$ cat src/rtl/xct_pkg.sv
package xct_pkg;
   // Ways of building the parity network
   typedef enum int {
      XCT_SERIAL_XNOR = 0,
      XCT_XOR_TREE    = 1
   } xct_style_e;

   localparam int XCT_NUM_STRAPS = 2;
endpackage

$ cat src/rtl/xct_mode_latch.sv
module xct_mode_latch (
   input  logic strap_a,
   input  logic strap_b,
   input  logic ext_rst_n,
   input  logic por,
   output logic mode_q
);
   logic arm;

   assign arm = ~strap_a & ~strap_b;

   // Rising external reset captures the strap decision; power-on reset wins
   always_ff @(posedge ext_rst_n or posedge por) begin
      if (por) mode_q <= 1'b0;
      else     mode_q <= arm;
   end
endmodule

$ cat src/rtl/xct_parity_net.sv
module xct_parity_net
   import xct_pkg::*;
#(
   parameter int         N_MEM = 98,
   parameter xct_style_e STYLE = XCT_SERIAL_XNOR,
   parameter int         GRP   = 8
) (
   input  logic [N_MEM-1:0] mem,
   output logic             par
);
   localparam int N_GRP = (N_MEM + GRP - 1) / GRP;
   localparam int N_PAD = N_GRP * GRP;
   // A serial XNOR string of N links adds one inversion per gate
   localparam bit CORR  = ((N_MEM - 1) % 2) == 1;

   generate
      if (STYLE == XCT_SERIAL_XNOR) begin : g_serial
         logic [N_MEM-1:0] link;
         assign link[0] = mem[0];
         for (genvar i = 1; i < N_MEM; i++) begin : g_link
            assign link[i] = ~(link[i-1] ^ mem[i]);
         end
         assign par = link[N_MEM-1] ^ CORR;
      end else begin : g_tree
         logic [N_PAD-1:0] pad;
         logic [N_GRP-1:0] part;
         assign pad = {{(N_PAD-N_MEM){1'b0}}, mem};
         for (genvar g = 0; g < N_GRP; g++) begin : g_grp
            assign part[g] = ^pad[g*GRP +: GRP];
         end
         assign par = ^part;
      end
   endgenerate
endmodule

$ cat src/rtl/xct_pin_mux.sv
module xct_pin_mux (
   input  logic sel,
   input  logic test_val,
   input  logic func_val,
   output logic pin
);
   always_comb begin
      pin = sel ? test_val : func_val;
   end
endmodule

$ cat src/rtl/xct_top.sv
module xct_top
   import xct_pkg::*;
#(
   parameter int         N_CHAIN = 96,
   parameter xct_style_e STYLE   = XCT_SERIAL_XNOR,
   parameter int         GRP     = 8
) (
   input  logic [N_CHAIN-1:0] chain_in,
   input  logic               strap_a,
   input  logic               strap_b,
   input  logic               ext_rst_n,
   input  logic               por,
   input  logic               pin_func,
   output logic               chain_out,
   output logic               test_active,
   output logic               pin_sel,
   output logic               pin_out
);
   localparam int N_MEM = N_CHAIN + XCT_NUM_STRAPS;

   if (N_CHAIN < 1) begin : g_bad_width
      $error("xct_top: N_CHAIN must be at least 1");
   end
   if (GRP < 2) begin : g_bad_grp
      $error("xct_top: GRP must be at least 2");
   end

   logic             mode_q;
   logic [N_MEM-1:0] members;
   logic             par;

   xct_mode_latch u_latch (
      .strap_a  (strap_a),
      .strap_b  (strap_b),
      .ext_rst_n(ext_rst_n),
      .por      (por),
      .mode_q   (mode_q)
   );

   // Straps join the chain only once the mode is armed
   assign members = {strap_b & mode_q, strap_a & mode_q, chain_in};

   xct_parity_net #(.N_MEM(N_MEM), .STYLE(STYLE), .GRP(GRP)) u_net (
      .mem(members),
      .par(par)
   );

   // Hold the chain result quiet outside test mode
   assign chain_out   = par & mode_q;
   assign test_active = mode_q;
   assign pin_sel     = mode_q;

   xct_pin_mux u_mux (
      .sel     (pin_sel),
      .test_val(chain_out),
      .func_val(pin_func),
      .pin     (pin_out)
   );
endmodule

$ cat config.mk
export PLATFORM = sky130hd
export DESIGN_NAME = xct_top
export DESIGN_NICKNAME = d
export VERILOG_FILES = /design/src/rtl/xct_pkg.sv /design/src/rtl/xct_mode_latch.sv /design/src/rtl/xct_parity_net.sv /design/src/rtl/xct_pin_mux.sv /design/src/rtl/xct_top.sv
export SDC_FILE = /design/constraint.sdc
export NUM_CORES = 1
export LEC_CHECK = 0
export BUFFER_PORTS_ARGS = -buffer_cell sky130_fd_sc_hd__buf_2
export CORE_ASPECT_RATIO = 2
export CORE_MARGIN = 4
export CORE_UTILIZATION = 31
export DETAILED_ROUTE_END_ITERATION = 12
export HOLD_SLACK_MARGIN = 0.05
export PLACE_DENSITY = 0.78
export SLEW_MARGIN = 20
export SYNTH_ARGS = -nofsm -noshare
export SYNTH_HDL_FRONTEND = slang
export SYNTH_SLANG_ARGS = --single-unit
export TNS_END_PERCENT = 5
$ cat constraint.sdc
create_clock -name ext_rst_n -period 2.1 [get_ports ext_rst_n]
set_input_delay 0.315 -clock ext_rst_n [delete_from_list [all_inputs] [get_ports ext_rst_n]]
set_output_delay 0.315 -clock ext_rst_n [all_outputs]
set_load 0.01 [all_outputs]
==> impl_metrics.yaml <==
layout:
  final_cell_count_no_fill: 233
  reg_top3: "u_latch.mode_q x1"
  antennaDiodeCount: 0
  finish.utilization_pct: 52.7
  largest_register_ffs: 1
  final_nets: 307
  stdcell_area_um2: 1480
  area_delta_synth_final_pct: 60.2
  final_layout_size_suffix_gt1_share_pct: 52.0
  largest_register: "u_latch.mode_q"
drt:
  drt_pass1_iterations: 4
  drt-initial-drc-count: 1
  routed_via_density: 4.15
  drc_errors: 0
  wl_per_cell_um: 10.0
  ant_nets: 0
  vias: 968
  drt-total-wl_mm: 2.33
placed_design:
  dp.cells: 233
  dp_hpwl_mm: 2.31
  place_area_um2: 1470
  gp_congestion: 0.712
  io_buffers: 104
floorplan:
  start_util_pct: 32.9
  core.rowCount: 27
  die_area_um2: 3960
  io_pins: 105
  fp.dieH_um: 85.1
  core-area_um2: 2800
  die_x_um: 46.6
grt:
  grt_pass1_wl_mm: 3.50
  grt_pass1_vias: 1030
  gr-usage-met3_pct: 0
  use_met1_pct: 7.62
  grt_start_max_net_pins: 5
  grt_usage_pct: 11.0
  antenna_found_initial: 0
  met2_usage_pct: 26.8
  grt-busiest-layer: "met2"
  grt_overflow: 0
sta:
  post-route-min-period_ns: 2.40
  worst_pin_slew_ns: 0.222
  drv_slew: 0
  fmax_ghz: 0.417
  hold-worst-slack_ns: 0.150
  max_slew_margin_pct: 85.1
  setup_viol: 2
  timing.final.ws_setup_ns: -0.296
  rsz0062_at_grt: "true"
  fin_crit_sh_pct: 114
  hold_viol: 0
synth:
  yosys-top-cells-area: "xnor2_1 (76%), xor2_1 (12%), xnor3_1 (4.9%), dfrtp_1 (2.7%), mux2_4 (1.6%)"
  ys_ff_latch: 1
  synth_mux_area_share_pct: 1.63
  syn_area_per_cell_um2: 9.13
  syn_nets: 202
  synth.distinct_cells: 9
  synthSimpleGateAreaFrac_pct: 1.22
  synth-edff-count: 0
  syn_area_um2: 922
  async_flop_share_pct: 100
  synth_top_family_by_area: "XOR/XNOR gates"
  synth.largest_area_cell: "xnor2_1"
  synth_xor_area_share_pct: 93.2
  seq_area_frac_synth_pct: 2.71
  ys.warnings.count: 0
  synth_most_common_cell: "xnor2_1"
  syn_inst: 101
  synthFlopType: "dfrtp_1"
  synthAdderAreaFrac_pct: 0
  synth.top_cells.by_count: "xnor2_1 (80), xor2_1 (13), xnor3_1 (2)"
  synth_compound_area_share_pct: 0
  netlist.area_leader.share_pct: 76.0
clocking:
  cts_setup_buffers: 0
  clk_pin_slew_ns: 0
  holdBufCountCts: 0
status:
  status: "finished, violations left"
  violations: "negative setup slack"
critical_path:
  cp-startpoint: "chain_in[19]"
  cp.arrival_ns: 2.08
  crit_fanout: 2
  cp-end-kind: "output pin"
  startpoint_type: "input port"
  crit_type: "input port to output pin"
  worstPathRequired_ns: 1.78
pwr:
  power.density_nw_per_um2: 681
  leakage_nw: 0.696
  finalPower_mw: 1.01
  ir_drop_mv: 0.545
min_path:
  hold_class: "input port to asynchronous set/reset pin"
run:
  cap_violations: 0
-- timing repair --
action / in CTS / in global routing
gates resized for setup: 1 / 0
pin swaps: 2 / 1
endpoints found under the setup margin: 2 / 2
-- report_power, final --
part / total (mW) / switching [mW] / leakage, nW / internal, mW
sequential: 0.0217 / 0.00107 / 0.0129 / 0.0206
clock: 0 / 0 / 0 / 0
combinational: 0.984 / 0.351 / 0.683 / 0.633
total: 1.01 / 0.352 / 0.696 / 0.654
-- layout by cell type (no fill, tap or decap) --
cell and instances:
nor2_1 1, dfrtp_1 1, xnor2_1 80, and2_2 1, xor2_1 13, buf_2 103
xnor3_1 2, buf_6 1, mux2_4 1, inv_1 1
-- cell families (layout without fill, tap and decap cells) --
family	count (synthesis)	after routing
simple gates	2	2
xor+xnor	95	95
flops	1	1
buf+inv	2	105
mux	1	1
-- critical path, stage by stage --
cell and delay (ns):
buf_2 0.10, xor2_1 0.16, xnor2_1 0.14, xnor2_1 0.24, xnor2_1 0.16, xnor2_1 0.15
xnor3_1 0.42, mux2_4 0.26, buf_2 0.14
-- metrics by stage --
stage	worst slack [ns]	setup TNS [ns]
final	-0.296	-0.514
after global routing	-0.424	-0.775
after CTS	-0.337	-0.594
after detailed placement	-0.333	-0.595
after global placement	-0.317	-0.562
after floorplan	0.0216	0
-- final timing paths --
check                                 end  slack, ns  cells past startpoint
max                               pin_out      -0.30                      9
min                        u_latch.mode_q       0.15                      2
max in group asynchronous  u_latch.mode_q       1.86                      2
min in group ext_rst_n     u_latch.mode_q       0.49                      2
-- layout make-up --
type,instances,area [µm²]
multi-input cells,98,886
flip-flops and latches,1,25.0
inverters,1,3.75
fillers,293,1330
well taps,29,36.3
repair buffers,104,527
-- routing by layer --
layer | up-vias | share of wire, %
li1 | 511 | -
met1 | 417 | 23
met2 | 40 | 69
met3 | 0 | 8.2
met4 | 0 | 0
met5 | - | 0
No activity file was read; power rests on OpenSTA's default activity.
